### src/rtl/wdg_pkg.sv
package wdg_pkg;

    localparam int ADDR_W = 3;

    localparam logic [ADDR_W-1:0] A_CTRL    = 3'd0;
    localparam logic [ADDR_W-1:0] A_TOVAL   = 3'd1;
    localparam logic [ADDR_W-1:0] A_UNLOCK  = 3'd2;
    localparam logic [ADDR_W-1:0] A_REFRESH = 3'd3;
    localparam logic [ADDR_W-1:0] A_STATUS  = 3'd4;
    localparam logic [ADDR_W-1:0] A_COUNT   = 3'd5;

    localparam int N_SEQ   = 2;
    localparam int SEQ_UNL = 0;
    localparam int SEQ_REF = 1;

    typedef enum logic {KS_IDLE, KS_ARMED} key_state_e;

    typedef struct packed {
        logic clk_sel;
        logic enable;
    } ctrl_t;

    function automatic logic [15:0] seq_key_a(input int idx);
        return (idx == SEQ_UNL) ? 16'hA5F0 : 16'hB480;
    endfunction

    function automatic logic [15:0] seq_key_b(input int idx);
        return (idx == SEQ_UNL) ? 16'h0F5A : 16'h2C70;
    endfunction

    function automatic logic [ADDR_W-1:0] seq_addr(input int idx);
        return (idx == SEQ_UNL) ? A_UNLOCK : A_REFRESH;
    endfunction

endpackage

### src/rtl/wdg_keyseq.sv
module wdg_keyseq #(
    parameter logic [15:0] KEY_A = 16'h0000,
    parameter logic [15:0] KEY_B = 16'h0000,
    parameter int          WIN   = 4
) (
    input  logic        clk,
    input  logic        rst,
    input  logic        hit,
    input  logic [15:0] wdata,
    output logic        done
);
    import wdg_pkg::*;

    localparam int AGE_W = $clog2(WIN + 1);

    key_state_e       state_q;
    logic [AGE_W-1:0] age_q;

    assign done = (state_q == KS_ARMED) && hit && (wdata == KEY_B);

    always_ff @(posedge clk) begin
        if (rst) begin
            state_q <= KS_IDLE;
            age_q   <= AGE_W'(1);
        end else begin
            case (state_q)
                KS_IDLE: begin
                    if (hit && wdata == KEY_A) begin
                        state_q <= KS_ARMED;
                        age_q   <= AGE_W'(1);
                    end
                end
                KS_ARMED: begin
                    if (hit || age_q == AGE_W'(WIN)) begin
                        state_q <= KS_IDLE;
                    end else begin
                        age_q <= age_q + AGE_W'(1);
                    end
                end
                default: state_q <= KS_IDLE;
            endcase
        end
    end

endmodule

### src/rtl/wdg_countdown.sv
module wdg_countdown #(
    parameter int CW   = 32,
    parameter int HOLD = 16
) (
    input  logic          clk,
    input  logic          rst,
    input  logic          enable,
    input  logic          kick,
    input  logic [CW-1:0] reload_val,
    output logic [CW-1:0] cnt,
    output logic          expire,
    output logic          rst_req
);
    localparam int HW = $clog2(HOLD + 1);

    logic [HW-1:0] hold_q;

    assign expire  = enable && !kick && (cnt == '0);
    assign rst_req = (hold_q != '0);

    always_ff @(posedge clk) begin
        if (rst) begin
            cnt    <= '1;
            hold_q <= '0;
        end else begin
            if (!enable || kick || cnt == '0) begin
                cnt <= reload_val;
            end else begin
                cnt <= cnt - CW'(1);
            end
            if (expire) begin
                hold_q <= HW'(HOLD);
            end else if (hold_q != '0) begin
                hold_q <= hold_q - HW'(1);
            end
        end
    end

endmodule

### src/rtl/wdg_guard.sv
module wdg_guard #(
    parameter int DW       = 32,
    parameter int CW       = 32,
    parameter int WIN      = 4,
    parameter int OPEN_CYC = 256,
    parameter int RST_HOLD = 16
) (
    input  logic          clk,
    input  logic          rst,
    input  logic          wr_en,
    input  logic [2:0]    addr,
    input  logic [DW-1:0] wdata,
    output logic [DW-1:0] rd_data,
    output logic          clk_sel,
    output logic          rst_req
);
    import wdg_pkg::*;

    localparam int OW = $clog2(OPEN_CYC + 1);

    ctrl_t           ctrl_q;
    logic            en_q;
    logic [CW-1:0]   toval_q;
    logic [CW-1:0]   cnt;
    logic            err_q;
    logic            tmo_q;
    logic [OW-1:0]   open_q;
    logic            win_open;
    logic [N_SEQ-1:0] seq_done;
    logic            unlock_done;
    logic            refresh_done;
    logic            expire;
    logic            wr_prot;
    logic            wr_stat;

    for (genvar g = 0; g < N_SEQ; g++) begin : g_seq
        wdg_keyseq #(
            .KEY_A(seq_key_a(g)),
            .KEY_B(seq_key_b(g)),
            .WIN  (WIN)
        ) u_seq (
            .clk  (clk),
            .rst  (rst),
            .hit  (wr_en && addr == seq_addr(g)),
            .wdata(wdata[15:0]),
            .done (seq_done[g])
        );
    end

    assign unlock_done  = seq_done[SEQ_UNL];
    assign refresh_done = seq_done[SEQ_REF];
    assign win_open     = (open_q != '0);
    assign wr_prot      = wr_en && (addr == A_CTRL || addr == A_TOVAL);
    assign wr_stat      = wr_en && (addr == A_STATUS);
    assign en_q         = ctrl_q.enable;
    assign clk_sel      = ctrl_q.clk_sel;

    wdg_countdown #(
        .CW  (CW),
        .HOLD(RST_HOLD)
    ) u_cnt (
        .clk       (clk),
        .rst       (rst),
        .enable    (en_q),
        .kick      (refresh_done),
        .reload_val(toval_q),
        .cnt       (cnt),
        .expire    (expire),
        .rst_req   (rst_req)
    );

    always_ff @(posedge clk) begin
        if (rst) begin
            ctrl_q  <= '{clk_sel: 1'b0, enable: 1'b1};
            toval_q <= '1;
            err_q   <= 1'b0;
            tmo_q   <= 1'b0;
            open_q  <= '0;
        end else begin
            if (unlock_done) begin
                open_q <= OW'(OPEN_CYC);
            end else if (wr_en && addr == A_CTRL && win_open) begin
                open_q <= '0;
            end else if (win_open) begin
                open_q <= open_q - OW'(1);
            end

            if (wr_prot && win_open) begin
                if (addr == A_CTRL) begin
                    ctrl_q <= ctrl_t'(wdata[1:0]);
                end else begin
                    toval_q <= wdata[CW-1:0];
                end
            end

            if (wr_prot && !win_open) begin
                err_q <= 1'b1;
            end else if (wr_stat && wdata[0]) begin
                err_q <= 1'b0;
            end

            if (expire) begin
                tmo_q <= 1'b1;
            end else if (wr_stat && wdata[1]) begin
                tmo_q <= 1'b0;
            end
        end
    end

    always_comb begin
        case (addr)
            A_CTRL:   rd_data = DW'(ctrl_q);
            A_TOVAL:  rd_data = DW'(toval_q);
            A_STATUS: rd_data = DW'({win_open, tmo_q, err_q});
            A_COUNT:  rd_data = DW'(cnt);
            default:  rd_data = '0;
        endcase
    end

endmodule

### config.mk
export PLATFORM = sky130hd
export DESIGN_NAME = wdg_guard
export DESIGN_NICKNAME = d
export VERILOG_FILES = /design/src/rtl/wdg_pkg.sv /design/src/rtl/wdg_keyseq.sv /design/src/rtl/wdg_countdown.sv /design/src/rtl/wdg_guard.sv
export SDC_FILE = /design/constraint.sdc
export NUM_CORES = 1
export LEC_CHECK = 0
export BUFFER_PORTS_ARGS = -buffer_cell sky130_fd_sc_hd__buf_2
export CORE_UTILIZATION = 45
export CTS_CLUSTER_DIAMETER = 60
export DETAILED_ROUTE_END_ITERATION = 10
export GPL_TIMING_DRIVEN = 0
export PLACE_DENSITY_LB_ADDON = 0.05
export SYNTH_ARGS = -nofsm -noshare
export SYNTH_HDL_FRONTEND = slang
export SYNTH_SLANG_ARGS = --single-unit
export TNS_END_PERCENT = 1
### constraint.sdc
create_clock -name clk -period 4.03 [get_ports clk]
set_input_delay 0.403 -clock clk [delete_from_list [all_inputs] [get_ports clk]]
set_output_delay 0.403 -clock clk [all_outputs]
set_load 0.005 [all_outputs]
# --- Word-level counts from Yosys, hierarchy flattened ---
# Cells that the tools add are included.
# W data, S select, Z words.
totals:
  in_bits: 38
  register_bits: 90
op_classes:
  addsub: 5
  n_reduce_logical: 40
  n_eq_ne: 15
  n_bitwise: 3
  mux: 23
op_table:
  columns: ["op", "count"]
  rows:
  - ["$pmux W32 S4", 1]
  - ["$eq A16 B16 Y1 const B", 2]
  - ["$logic_not A32 Y1", 1]
  - ["$mux W32", 1]
  - ["$sub A32 B1 Y32 const B", 1]
  - ["$mux W9", 3]
  - ["$logic_and A1 B1 Y1", 18]
  - ["$eq A16 B12 Y1 const B", 1]
  - ["$eq A16 B14 Y1 const B", 1]
  - ["$eq A3 B3 Y1 const B", 4]
  - ["$mux W3", 4]
  - ["$pmux W3 S2", 2]
  - ["$mux W5", 2]
  - ["$reduce_bool A9 Y1", 1]
  - ["$sub A9 B1 Y9 const B", 1]
  - ["$mux W1", 8]
  - ["$reduce_and A2 Y1", 4]
  - ["$add A3 B1 Y3 const B", 2]
  - ["$eq A3 B2 Y1 const B", 2]
  - ["$reduce_bool A2 Y1", 3]
  - ["$logic_or A1 B1 Y1", 5]
  - ["$reduce_bool A5 Y1", 1]
  - ["$sub A5 B1 Y5 const B", 1]
  - ["$ne A2 B1 Y1 const B", 2]
  - ["9 further kinds", 15]

# --- Depth between registers and ports, before layout ---
depth:
  depth_word: 8
  ltp_mapped: 9
  depth_no_buf: 7

# --- Modules after synthesis ---
# Synthesis repeated with hierarchy kept, for this count alone.
hier_totals:
  cells_unflattened: 566
  area_unflattened_um2: 4800.9
modules_own_cells:
  columns: ["module", "n_inst", "cells_per_inst", "area_each_um2"]
  rows:
  - ["wdg_guard", 1, 263, 2165.8]
  - ["wdg_countdown", 1, 228, 2008.2]
  - ["wdg_keyseq at g_seq[0].u_seq", 1, 37, 322.8]
  - ["wdg_keyseq at g_seq[1].u_seq", 1, 38, 304.0]

# --- Least setup slack after synthesis ---
# Ideal clock, no wire load.
synth_path:
  path_type: "reg2reg"
  start: "register u_cnt.cnt[14]"
  end: "register u_cnt.cnt[10]"
  slack_ps: 1686
  required_time_ps: 3883
  arrival_time_ps: 2197
  setup_time_ps: 147
  stages_incl_launch_ff: 9
  n_path_buf: 3
  path_cell_list: "dfxtp_1 -> or3_1 -> or4_1 -> buf_2 -> nor4_4 -> or2_1 -> buf_4 -> buf_6 -> o211ai_2"
synth_between:
  elab_chain_len: 3
synth_lines:
  columns: ["element", "line", "text"]
  rows:
  - ["start, declared", "wdg_countdown.sv:10", "output logic [CW-1:0] cnt,"]
  - ["start signal, assigned", "wdg_countdown.sv:27", "cnt <= reload_val;"]
  - ["start signal, assigned", "wdg_countdown.sv:29", "cnt <= cnt - CW'(1);"]
  - ["$logic_not A32 Y1", "wdg_countdown.sv:26", "if (!enable || kick || cnt == '0) begin"]
  - ["$logic_or A1 B1 Y1", "wdg_countdown.sv:26", null]
  - ["$mux W32", "wdg_countdown.sv:26", null]
# Every way passes these cells.
# A chain may end at the register's enable or synchronous reset.

# --- Worst setup path in the final report ---
layout_path:
  start: "register u_cnt.cnt[0]"
  end: "register u_cnt.cnt[23]"
layout_between:
  elab_chain_len: 3
layout_lines:
  columns: ["element", "line"]
  rows:
  - ["branches (longest 2 deep; another with $sub A32 B1 Y32)", null]
  - ["$mux W32 *", "wdg_countdown.sv:26"]
# Every way passes the cells marked *.

==> summary.txt <==
n_diodes - 0
placed cells - 725
final non-filler cell total - 742
hold buffer count at CTS - 0
synth warn - 0
Mapped Avg Cell Area - 8.883 um2
R2R cell count - 8
Clk pin slew, worst setup/hold paths - 100 ps
TritonCTS clock tree - built
clk root buf - clkbuf_8
status - complete, no violations
Rows - 36
Crit path max-delay family - simple AND/OR/NAND/NOR gates
worst hold path class - primary input to register
Reg-to-Reg Start - u_cnt.cnt[0]
post-route cell area - 0.005363 mm2
Clock Path Buffers - 2
vias in the first global route - 4206
Worst setup SP type - register
final setup violation count - 0
Layout area overhead - 15.65%
critical path peak fanout - 10
Setup Skew - 11.30 ps
clk_lat worst skew - 370 ps
IR drop worst, VDD - 0.2131 mV
drt initial violations - 301
# nets final - 650
Worst path slowest cell - nor4b_1
WL per Instance - 18.56 um
initial antenna violation count - 0
RSZ-0062 raised after global routing - false
f_max - 316.8 MHz
Seq/Total Area, Yosys - 38.86%
DRC - 0
Ports - 72
setup_tns - 0 ps
Stages on worst setup path - 8
final hold slack - 235.1 ps
worst setup margin - 873.8 ps
post-CTS setup buffers - 0
clock buffer count from CTS - 9
Die Ht - 103.5 um
Synth cell types - 50
WL final - 13770 um
first-pass GRT wire length - 21980 um
reg2reg end - u_cnt.cnt[23]
post-cts resize count - 0
Core Util, Final - 54.36%
port bufs - 70
depth of the CTS H-tree - 3
GP Congestion - 0.8585
Sink Count - 90
CP endpoint kind - register
Vias/cell - 5.881
Worst path max stage delay - 690 ps
Global Route Usage Sum - 26.10%
max_slew headroom - 10.05%
Final Hold Vio Count - 0
asr flop ratio synth - 0%
period utilization - 78.32%
Synth Register Bits - 90
crit path time final - 3156 ps
Netlist Area Pre-Place - 0.004637 mm2
setup slack, reg-to-reg - 870 ps
Syn Nets - 568
share of layout cells above drive strength 1 - 18.06%
Placed Instance Area - 0.005154 mm2
die area - 0.01071 mm2
Max-cap violations - 0
Main synth FF type - dfxtp_1
die width - 103.5 um
Post-DRT Antenna Nets - 0
post-DP HPWL - 9852 um
sum of buffers and inverters on the critical path - 2
largest net degree at the start of global routing - 16
total grt overflow - 0
Req. time, crit path - 4320 ps
cells after synthesis - 522
Final Power - 2.263 mW
Leak - 1.963 nW
Setup CP Type - register to register
first drt pass iteration count - 5
Vias - 4364
EDFF count, synth - 0
Fill cells - 963
Pwr per Cell Area - 422.0 mW/mm2
Critical Path AT - 3450 ps
worst setup path endpoint - u_cnt.cnt[23]
Setup WS pre-CTS - 1043 ps
Critical Path, Cell by Cell - inv_1 > ha_1 > nor4b_1 > nand3_1 > nor4_4 > clkbuf_1 > o21ai_0 > o211ai_1
Core ar. - 0.009864 mm2
Slew @ Worst Pin - 1338 ps
CP startpoint - u_cnt.cnt[0]
Pins Over Slew Limit - 0
Initial Util - 47.01%
## cells in the mapped netlist, drive strengths merged (3+ instances only)
library cell / number / area, um2
dfxtp: 90 / 1802
nand2: 55 / 206.5
nor2: 38 / 142.6
mux2i: 35 / 350.3
a22o: 32 / 280.3
o21ai: 25 / 125.1
clkbuf: 23 / 86.33
nor3: 23 / 115.1
xnor2: 22 / 192.7
o211ai: 21 / 207.7
a21oi: 14 / 70.07
inv: 14 / 52.55
nand3: 13 / 65.06
nor4: 12 / 90.09
a22oi: 11 / 82.58
xor2: 11 / 96.34
buf: 8 / 56.29
ha: 8 / 100.1
or3: 7 / 43.79
or4: 6 / 52.55
nand4: 5 / 31.28
nand4b: 5 / 43.79
nand2b: 4 / 25.02
nor3b: 4 / 30.03
nor4b: 4 / 35.03
o31ai: 4 / 30.03
and4b: 3 / 30.03
nor2b: 3 / 18.77
or2: 3 / 18.77
## worst min-delay path by stage
stage / start / endpoint / slack [ps] / cells past startpoint
final: wdata[31] / toval_q[31] / 240 / 3
after global routing: wdata[19] / toval_q[19] / 230 / 3
after CTS: wdata[20] / toval_q[20] / 230 / 3
after detailed placement: err_q / err_q / 450 / 2
after global placement: tmo_q / tmo_q / 450 / 2
after floorplan: err_q / err_q / 430 / 2
## cell usage in the layout, fill, tap and decap left out, types with 5 or more instances in the layout
cell      instances
a21oi_1          14
a22o_1           32
a22oi_1          11
buf_2            74
clkbuf_1         23
clkbuf_8         10
dfxtp_1          90
ha_1              8
inv_1            14
mux2i_1          35
nand2_1          55
nand3_1          13
nand4_1           5
nand4b_1          5
nor2_1           38
nor3_1           23
nor4_1           11
o211ai_1         11
o211ai_2         10
o21ai_0          24
or3_1             7
xnor2_1          22
xor2_1           11
## cell type report
type	instances	area (um2)	share of cell area, %
multi-input combinational	387	2640	49.23
clock inverter	6	66.31	1.237
tap	133	166.4	3.103
inverter	14	52.55	0.9799
sequential	90	1802	33.60
timing repair buffer	71	355.3	6.626
buffer	31	142.6	2.660
clock buffer	10	137.6	2.566
## worst register-to-register path, delay by kind of cell, from the launching register on
kind | cells | cell delay [ps]
compound gates | 2 | 280
fa+ha+maj | 1 | 220
buf+inv | 2 | 540
flops | 1 | 370
simple gates | 3 | 1650
## layer usage
layer | up-vias | part of all wire [%] | track usage [%]
met5 | - | 0 | 0
met2 | 162 | 46 | 40.89
met3 | 30 | 6.0 | 5.223
met1 | 2091 | 46 | 35.21
li1 | 2081 | - | -
met4 | 0 | 1.9 | 10.25
## cells by family after synthesis
| group | Yosys count | synth area share (%) |
|---|---|---|
| AND/OR/NAND/NOR | 195 | 22.15 |
| AO/OA/AOI/OAI | 116 | 18.83 |
| flip-flops | 90 | 38.86 |
| buffers and inverters | 45 | 4.209 |
| multiplexers | 35 | 7.555 |
| XOR/XNOR | 33 | 6.233 |
| adder cells (fa/ha/maj) | 8 | 2.159 |
## report_power, final
part	switching [mW]	total (mW)	internal, mW	leakage, nW
sequential	0.0775	1.05	0.973	0.733
combinational	0.306	0.560	0.254	1.14
clock	0.348	0.652	0.304	0.0945
## flip-flops by register name, indices dropped and copies added, names as in the netlist
signal / flops
err_q: 1
u_cnt.hold_q: 5
open_q: 9
u_cnt.cnt: 32
g_seq.u_seq.age_q: 6
tmo_q: 1
en_q: 1
clk_sel: 1
g_seq.u_seq.state_q: 2
toval_q: 32
No activity file was read; power rests on OpenSTA's default activity.
